## src/rtl/scg_pkg.sv

```systemverilog
package scg_pkg;

  // Level chosen from the chain's non-transition count.
  function automatic int level_of(int count, int chain_len, int n_rates);
    int step;
    int lvl;
    step = chain_len / n_rates;
    if (step < 1) step = 1;
    lvl = count / step;
    if (lvl > n_rates - 1) lvl = n_rates - 1;
    return lvl;
  endfunction

  // Reference cycles between strobes at a given level.
  function automatic int period_of(int lvl, int n_rates);
    return n_rates - lvl;
  endfunction

endpackage

```

## src/rtl/scg_edge_watch.sv

```systemverilog
module scg_edge_watch (
  input  logic clk,
  input  logic rst_n,
  input  logic clear,
  input  logic shift,
  input  logic bit_i,
  output logic same_o
);
  logic prev_q;
  logic have_prev_q;

  // Non-transition: strobed bit equals the previous strobed bit.
  assign same_o = shift && have_prev_q && (bit_i == prev_q);

  always_ff @(posedge clk) begin
    if (!rst_n || clear) begin
      prev_q      <= 1'b0;
      have_prev_q <= 1'b0;
    end else if (shift) begin
      prev_q      <= bit_i;
      have_prev_q <= 1'b1;
    end
  end
endmodule

```

## src/rtl/scg_activity.sv

```systemverilog
module scg_activity #(
  parameter int CHAIN_LEN = 16,
  localparam int CNT_W = $clog2(CHAIN_LEN)
) (
  input  logic             clk,
  input  logic             rst_n,
  input  logic             clear,
  input  logic             inc,
  input  logic             dec,
  output logic [CNT_W-1:0] cnt_q,
  output logic [CNT_W-1:0] cnt_nxt
);
  localparam logic [CNT_W-1:0] CNT_MAX = CNT_W'(CHAIN_LEN - 1);

  always_comb begin
    cnt_nxt = cnt_q;
    if (inc && !dec && cnt_q != CNT_MAX) cnt_nxt = cnt_q + 1'b1;
    else if (dec && !inc && cnt_q != '0) cnt_nxt = cnt_q - 1'b1;
  end

  always_ff @(posedge clk) begin
    if (!rst_n || clear) cnt_q <= '0;
    else                 cnt_q <= cnt_nxt;
  end

  p_ceiling_r4: assert property (@(posedge clk) disable iff (!rst_n)
    (cnt_q == CNT_MAX && inc && !clear) |=> cnt_q == CNT_MAX);
  p_floor_r4: assert property (@(posedge clk) disable iff (!rst_n)
    (cnt_q == '0 && dec && !clear) |=> cnt_q == '0);
  p_hold_both_r8: assert property (@(posedge clk) disable iff (!rst_n)
    (inc && dec && !clear) |=> $stable(cnt_q));
endmodule

```

## src/rtl/scg_rate_div.sv

```systemverilog
module scg_rate_div #(
  parameter int NUM_RATES = 4,
  localparam int IDX_W = $clog2(NUM_RATES),
  localparam int PER_W = $clog2(NUM_RATES + 1)
) (
  input  logic             clk,
  input  logic             rst_n,
  input  logic             clear,
  input  logic [IDX_W-1:0] target_lvl,
  output logic             strobe,
  output logic [IDX_W-1:0] lvl_q
);
  import scg_pkg::*;

  logic [PER_W-1:0] tick_q;
  logic [PER_W-1:0] period;

  assign period = PER_W'(period_of(int'(lvl_q), NUM_RATES));
  assign strobe = (tick_q == period - 1'b1) && !clear;

  always_ff @(posedge clk) begin
    if (!rst_n || clear) begin
      tick_q <= '0;
      lvl_q  <= '0;
    end else if (strobe) begin
      tick_q <= '0;
      lvl_q  <= target_lvl;
    end else begin
      tick_q <= tick_q + 1'b1;
    end
  end

  p_change_at_strobe_r5: assert property (@(posedge clk) disable iff (!rst_n)
    !$stable(lvl_q) |-> ($past(strobe) || $past(clear)));
  p_single_step_r6: assert property (@(posedge clk) disable iff (!rst_n)
    strobe |=> (int'(lvl_q) == int'($past(lvl_q)) ||
                int'(lvl_q) == int'($past(lvl_q)) + 1 ||
                int'(lvl_q) == int'($past(lvl_q)) - 1));
  p_pulse_r2: assert property (@(posedge clk) disable iff (!rst_n)
    (strobe && int'(target_lvl) < NUM_RATES - 1) |=> !strobe);
endmodule

```

## src/rtl/scan_rate_governor.sv

```systemverilog
module scan_rate_governor #(
  parameter int CHAIN_LEN = 16,
  parameter int NUM_RATES = 4,
  localparam int CNT_W = $clog2(CHAIN_LEN),
  localparam int IDX_W = $clog2(NUM_RATES),
  localparam int PER_W = $clog2(NUM_RATES + 1)
) (
  input  logic             clk,
  input  logic             rst_n,
  input  logic             capture_req,
  input  logic             scan_in_bit,
  input  logic             scan_out_bit,
  output logic             shift_en,
  output logic [IDX_W-1:0] rate_lvl
);
  import scg_pkg::*;

  // Stream 0 = entering the chain, stream 1 = leaving it.
  logic [1:0]       stream_bit;
  logic [1:0]       stream_same;
  logic             in_same;
  logic             out_same;
  logic             act_inc;
  logic             act_dec;
  logic [CNT_W-1:0] act_cnt;
  logic [CNT_W-1:0] act_nxt;
  logic [IDX_W-1:0] target_lvl;

  assign stream_bit = {scan_out_bit, scan_in_bit};

  for (genvar s = 0; s < 2; s++) begin : g_watch
    scg_edge_watch u_watch (
      .clk    (clk),
      .rst_n  (rst_n),
      .clear  (capture_req),
      .shift  (shift_en),
      .bit_i  (stream_bit[s]),
      .same_o (stream_same[s])
    );
  end

  assign in_same  = stream_same[0];
  assign out_same = stream_same[1];
  assign act_inc  = in_same;
  assign act_dec  = out_same;

  scg_activity #(.CHAIN_LEN(CHAIN_LEN)) u_act (
    .clk     (clk),
    .rst_n   (rst_n),
    .clear   (capture_req),
    .inc     (act_inc),
    .dec     (act_dec),
    .cnt_q   (act_cnt),
    .cnt_nxt (act_nxt)
  );

  assign target_lvl = IDX_W'(level_of(int'(act_nxt), CHAIN_LEN, NUM_RATES));

  scg_rate_div #(.NUM_RATES(NUM_RATES)) u_div (
    .clk        (clk),
    .rst_n      (rst_n),
    .clear      (capture_req),
    .target_lvl (target_lvl),
    .strobe     (shift_en),
    .lvl_q      (rate_lvl)
  );

  // Independent gap monitor for the strobe spacing check.
  logic [PER_W-1:0] gap_q;
  always_ff @(posedge clk) begin
    if (!rst_n || capture_req || shift_en) gap_q <= '0;
    else if (int'(gap_q) < NUM_RATES)      gap_q <= gap_q + 1'b1;
  end

  p_min_period_r2: assert property (@(posedge clk) disable iff (!rst_n)
    shift_en |-> int'(gap_q) >= NUM_RATES - int'(rate_lvl) - 1);
  p_first_bit_r3: assert property (@(posedge clk) disable iff (!rst_n)
    capture_req |=> (!in_same && !out_same));
  p_capture_slow_r7: assert property (@(posedge clk) disable iff (!rst_n)
    capture_req |=> (rate_lvl == '0 && act_cnt == '0));
endmodule

```

## config.mk

```make
export PLATFORM = sky130hd
export DESIGN_NAME = scan_rate_governor
export DESIGN_NICKNAME = d
export VERILOG_FILES = /design/src/rtl/scg_pkg.sv /design/src/rtl/scg_edge_watch.sv /design/src/rtl/scg_activity.sv /design/src/rtl/scg_rate_div.sv /design/src/rtl/scan_rate_governor.sv
export SDC_FILE = /design/constraint.sdc
export NUM_CORES = 1
export LEC_CHECK = 0
export CORE_AREA = 8 8 51 53
export CTS_CLUSTER_SIZE = 28
export DETAILED_ROUTE_END_ITERATION = 10
export DIE_AREA = 0 0 59 61
export PLACE_DENSITY = 0.66
export SKIP_LAST_GASP = 1
export SYNTH_ARGS = -nofsm -noshare
export SYNTH_HDL_FRONTEND = slang
export SYNTH_SLANG_ARGS = --single-unit
```

## constraint.sdc

```tcl
create_clock -name clk -period 3.35 [get_ports clk]
set_input_delay 0.67 -clock clk [delete_from_list [all_inputs] [get_ports clk]]
set_output_delay 0.67 -clock clk [all_outputs]
set_load 0.03 [all_outputs]
```

# Word-level counts from Yosys, hierarchy flattened
# Index checks and enable logic that the tools add are counted.
[classes]
add_sub_neg = 5
order_cmp = 1
eq_ne = 4
n_mux = 3
n_reduce_logical = 16
[ops]
columns = ["operator", "n"]
rows = [
  ["$logic_and 1x1->1", 8],
  ["$mux 4", 2],
  ["$add 4x1->4 const B", 1],
  ["$logic_not 1->1", 4],
  ["$ne 4x4->1 const B", 1],
  ["$reduce_bool 4->1", 1],
  ["$sub 4x1->4 const B", 1],
  ["$add 3x1->3 const B", 1],
  ["$eq 3x3->1", 1],
  ["$sub 3x1->3 const B", 1],
  ["$sub 3x2->3 const A", 1],
  ["$eq 1x1->1", 2],
  ["$gt 2x2->1 const B", 1],
  ["$mux 2", 1],
  ["$reduce_bool 2->1", 1],
  ["$reduce_or 2->1", 1],
  ["$logic_or 1x1->1", 1],
]
[word_totals]
regBits = 12
out_inout_bits = 3
word_cells = 36

# Logic depth before layout (Yosys ltp)
[depth]
word_depth = 13
mapped_depth = 7

# Hierarchy
# From an unflattened synthesis, not the netlist that was laid out.
[hier_totals]
cells_unflattened = 84
area_unflattened_um2 = 753.2
[modules_own_cells]
columns = ["mod", "instances", "cells_per_inst", "area_per_inst_um2", "seq_area_each_um2"]
rows = [
  ["scg_activity", 1, 42, 347.8, 80.1],
  ["scg_rate_div", 1, 24, 240.2, 100.1],
  ["scg_edge_watch", 2, 9, 82.6, 40.0],
]

# Least setup slack after synthesis
# OpenSTA, ideal clock, no wires.
[synth_timing]
path_kind = "input port to output port"
from = "input capture_req"
to = "output shift_en"
t_arrival_ns = 1.407
required_ns = 2.680
path_slack_ns = 1.273
path_stages = 3
path_cell_list = "or4_1 buf_6 clkinv_8"
[synth_via]
elab_chain_len = 2
[synth_rtl]
columns = ["item", "line_no", "source"]
rows = [
  ["start, declared", "scan_rate_governor.sv:10", "input logic capture_req,"],
  ["$logic_not 1->1", "scg_rate_div.sv:19", "assign strobe = (tick_q == period - 1'b1) && !clear;"],
  ["$logic_and 1x1->1", "scg_rate_div.sv:19", ""],
  ["end, declared", "scan_rate_governor.sv:13", "output logic shift_en,"],
]
# Every way passes these cells.

# Worst setup path in the final report
# Same ends and word-level chain as after synthesis.

==> impl_metrics.ini <==
[final_layout]
area.growth.synth_to_final_pct = 15.9
layout.nets = 97
n_antenna_cell = 0
finalInstanceArea_um2 = 812
layout-drive-gt1-share = 0.159

[drt]
drt_wl_total_mm = 1.31
avgRoutedWirePerCell_um = 11.4
detailed_router_s_first_iteration_violation_count = 19
routed-via-count = 588
post_drt_via_cell_ratio = 5.11
antenna_left = 0
drc = 0
drt_first_pass_iters = 4

[synth]
synth_area_leader_cell = sky130_fd_sc_hd__dfxtp_1
synth_cell_type_count = 32
ys.warnings.count = 0
synth_area_um2 = 701
synth.top_cell.area_share = 0.343
post_synthesis_register_bit_count = 12
mapped_cells = 81
yosysSeqAreaShare = 0.343
synth_top_cells_by_area = sky130_fd_sc_hd__dfxtp_1 34%, sky130_fd_sc_hd__xnor2_1 7.5%, sky130_fd_sc_hd__ha_1 5.4%
synth_area_per_cell_um2 = 8.65
synthesis.nets = 89

[cts]
clock_pin_transition_on_the_worst_setup_and_hold_timing_paths_ns = 0.08
holdBufCountCts = 0
worstSkewPairLatency_ns = 0.28
clkSinkCount = 12
clock_tree.root_cell = sky130_fd_sc_hd__clkbuf_4
clock_tree.htree_level_count = 1
cts_repair_resizes = 0
clock_tree_from_tritoncts = done
number_of_buffers_inserted_by_post_cts_setup_repair = 0
cts_inserted_buffers = 3
max-clock-path-buffers = 2

[die]
chipHeight_um = 61
floorplan.rows = 16
die_w_um = 59
die_area_mm2 = 0.00360
core_area_mm2 = 0.00184
start_util = 0.380
num_io_pins = 8

[sta]
timing.max_slew.rel_slack = 0.703
max_clock_freq_mhz = 355
final.period_utilization = 0.842
timing.final.crit_period_ns = 2.82
grt_setup_unrepaired = no
finalSetupViolCount = 0
worst-slew-pin-transition_ns = 0.445
clock_skew_ns = 0.00445
slew_violations = 0
final-hold-violation-count = 0
sum_of_negative_setup_slack_ns = 0

[grt]
maximum_number_of_pins_on_one_net_before_global_route_repair = 10
overflow = 0
grt_antenna_before_repair = 0
grt.total_usage = 0.0854
vias_in_the_first_global_route = 565
grt_pass1_wl_mm = 2.28

[power]
leakage_uw = 0.000276
pwr_density_cell_mw_per_mm2 = 346
peakVddDrop_mv = 0.214
fin_total_pwr_uw = 281

[place]
globalplace.congestion = 0.782
place_area_um2 = 776
buffers_on_ports = 7
hpwlAfterDp_mm = 1.02

[run]
drv_cap = 0

[setup_path]
startpoint = capture_req
timing.critical_path.cells = clkdlybuf4s50_1 -> or4_1 -> clkinv_8 -> buf_4
critical_path.endpoint_type = output port
origin_of_the_critical_flop_to_flop_path = u_div.lvl_q[1]
critical-path-slowest-cell = sky130_fd_sc_hd__or4_1
worst_ep_required_time_ns = 2.68
delay_contributed_by_the_slowest_stage_of_the_critical_path_ns = 0.75
cp-start-kind = primary input
crit_path_arrival_time_ns = 2.15
timing.setup.critical_path_class = primary input to output port
critical_path.max_fanout = 9

[min_path]
hold_class = flop to flop
holdCritStartpoint = g_watch[1].u_watch.prev_q

[run_status]
outcome = complete, no violations
worst paths after layout:
kind,endpoint,slack (ns),depth (start not counted)
worst max-delay path,shift_en,0.53,4
worst min-delay path,g_watch[1].u_watch.prev_q,0.47,2
worst max register to register,u_div.lvl_q[1],1.53,6
worst min register to register,g_watch[1].u_watch.prev_q,0.47,2
cells in the mapped netlist:
cell,number
sky130_fd_sc_hd__a21oi_2,1
sky130_fd_sc_hd__or3_1,1
sky130_fd_sc_hd__a31oi_1,1
sky130_fd_sc_hd__a21oi_1,4
sky130_fd_sc_hd__nand4_1,1
sky130_fd_sc_hd__nor3_4,2
sky130_fd_sc_hd__xor2_1,1
sky130_fd_sc_hd__nand3_2,1
sky130_fd_sc_hd__nor3_1,3
sky130_fd_sc_hd__dfxtp_1,12
sky130_fd_sc_hd__a211o_2,1
sky130_fd_sc_hd__o21a_1,1
sky130_fd_sc_hd__or4_1,3
sky130_fd_sc_hd__nor2b_1,1
sky130_fd_sc_hd__buf_6,1
sky130_fd_sc_hd__nand2b_1,2
sky130_fd_sc_hd__nor3_2,1
sky130_fd_sc_hd__buf_1,1
sky130_fd_sc_hd__o2bb2ai_1,1
sky130_fd_sc_hd__xnor2_1,6
sky130_fd_sc_hd__clkinv_8,1
sky130_fd_sc_hd__o211ai_1,1
sky130_fd_sc_hd__clkbuf_1,1
sky130_fd_sc_hd__buf_4,1
sky130_fd_sc_hd__nand3_1,7
sky130_fd_sc_hd__nand2_1,7
sky130_fd_sc_hd__ha_1,3
sky130_fd_sc_hd__nor2_1,7
sky130_fd_sc_hd__o21ai_0,3
sky130_fd_sc_hd__or3_2,1
sky130_fd_sc_hd__inv_1,3
sky130_fd_sc_hd__and3_2,1
cells in the final DEF (no fill, tap or decap), types with 4 or more instances in the layout:
| cell | netlist | final |
|---|---|---|
| sky130_fd_sc_hd__dfxtp_1 | 12 | 12 |
| sky130_fd_sc_hd__nand2_1 | 7 | 7 |
| sky130_fd_sc_hd__nand3_1 | 7 | 7 |
| sky130_fd_sc_hd__nor2_1 | 7 | 7 |
| sky130_fd_sc_hd__clkdlybuf4s50_1 | 0 | 6 |
| sky130_fd_sc_hd__xnor2_1 | 6 | 6 |
| sky130_fd_sc_hd__a21oi_1 | 4 | 4 |
routing by layer:
metal  routed length, um  GRT usage  vias up  part of all wire
met5                   0          0        -                 0
met4                  69     0.0990        0             0.053
met3                  40     0.0233        6             0.031
met2                 588      0.131       14              0.45
met1                 612     0.0874      270              0.47
li1                    -          -      298                 -
report_power, final:
group,internal (uW),total (uW),switching [uW]
combinational,7.83,16.9,9.09
clock,66.2,120,53.4
sequential,144,145,1.07
total,218,281,63.6
state kept, by name, indices dropped and copies added, names as in the netlist:
signal	count
u_act.cnt_q	4
g_watch.u_watch.have_prev_q	1
u_div.tick_q	3
g_watch.u_watch.prev_q	2
u_div.lvl_q	2
cell type report:
class | count | area [um2]
Clock buffer | 4 | 36.3
Fill cell | 202 | 1030
Inverter | 4 | 27.5
Multi-Input combinational cell | 61 | 407
Sequential cell | 12 | 240
Tap cell | 27 | 33.8
Timing Repair Buffer | 7 | 67.6
cell families after synthesis:
logic type                 after synthesis  synth area share
and+or+nand+nor                         38             0.320
AOI/OAI and AO/OA                       13             0.120
DFF                                     12             0.343
buffers and inverters                    8            0.0768
xor gates and xnor gates                 7            0.0875
adders and majority gates                3            0.0536
worst max-delay path, delay by kind of cell:
family / cells / cell delay [ns]
buffers and inverters: 3 / 0.73
and+or+nand+nor: 1 / 0.75
through the flow:
stage	utilization	setup slack, ns	hold slack [ns]	cells
5_1_grt	0.441	0.457	0.502	115
2_1_floorplan	-	1.27	0.430	81
3_3_place_gp	0.421	0.540	0.458	111
4_1_cts	0.441	0.520	0.474	115
6_report	0.441	0.530	0.468	115
3_5_place_dp	0.421	0.520	0.462	111
No activity file was read; power rests on OpenSTA's default activity.
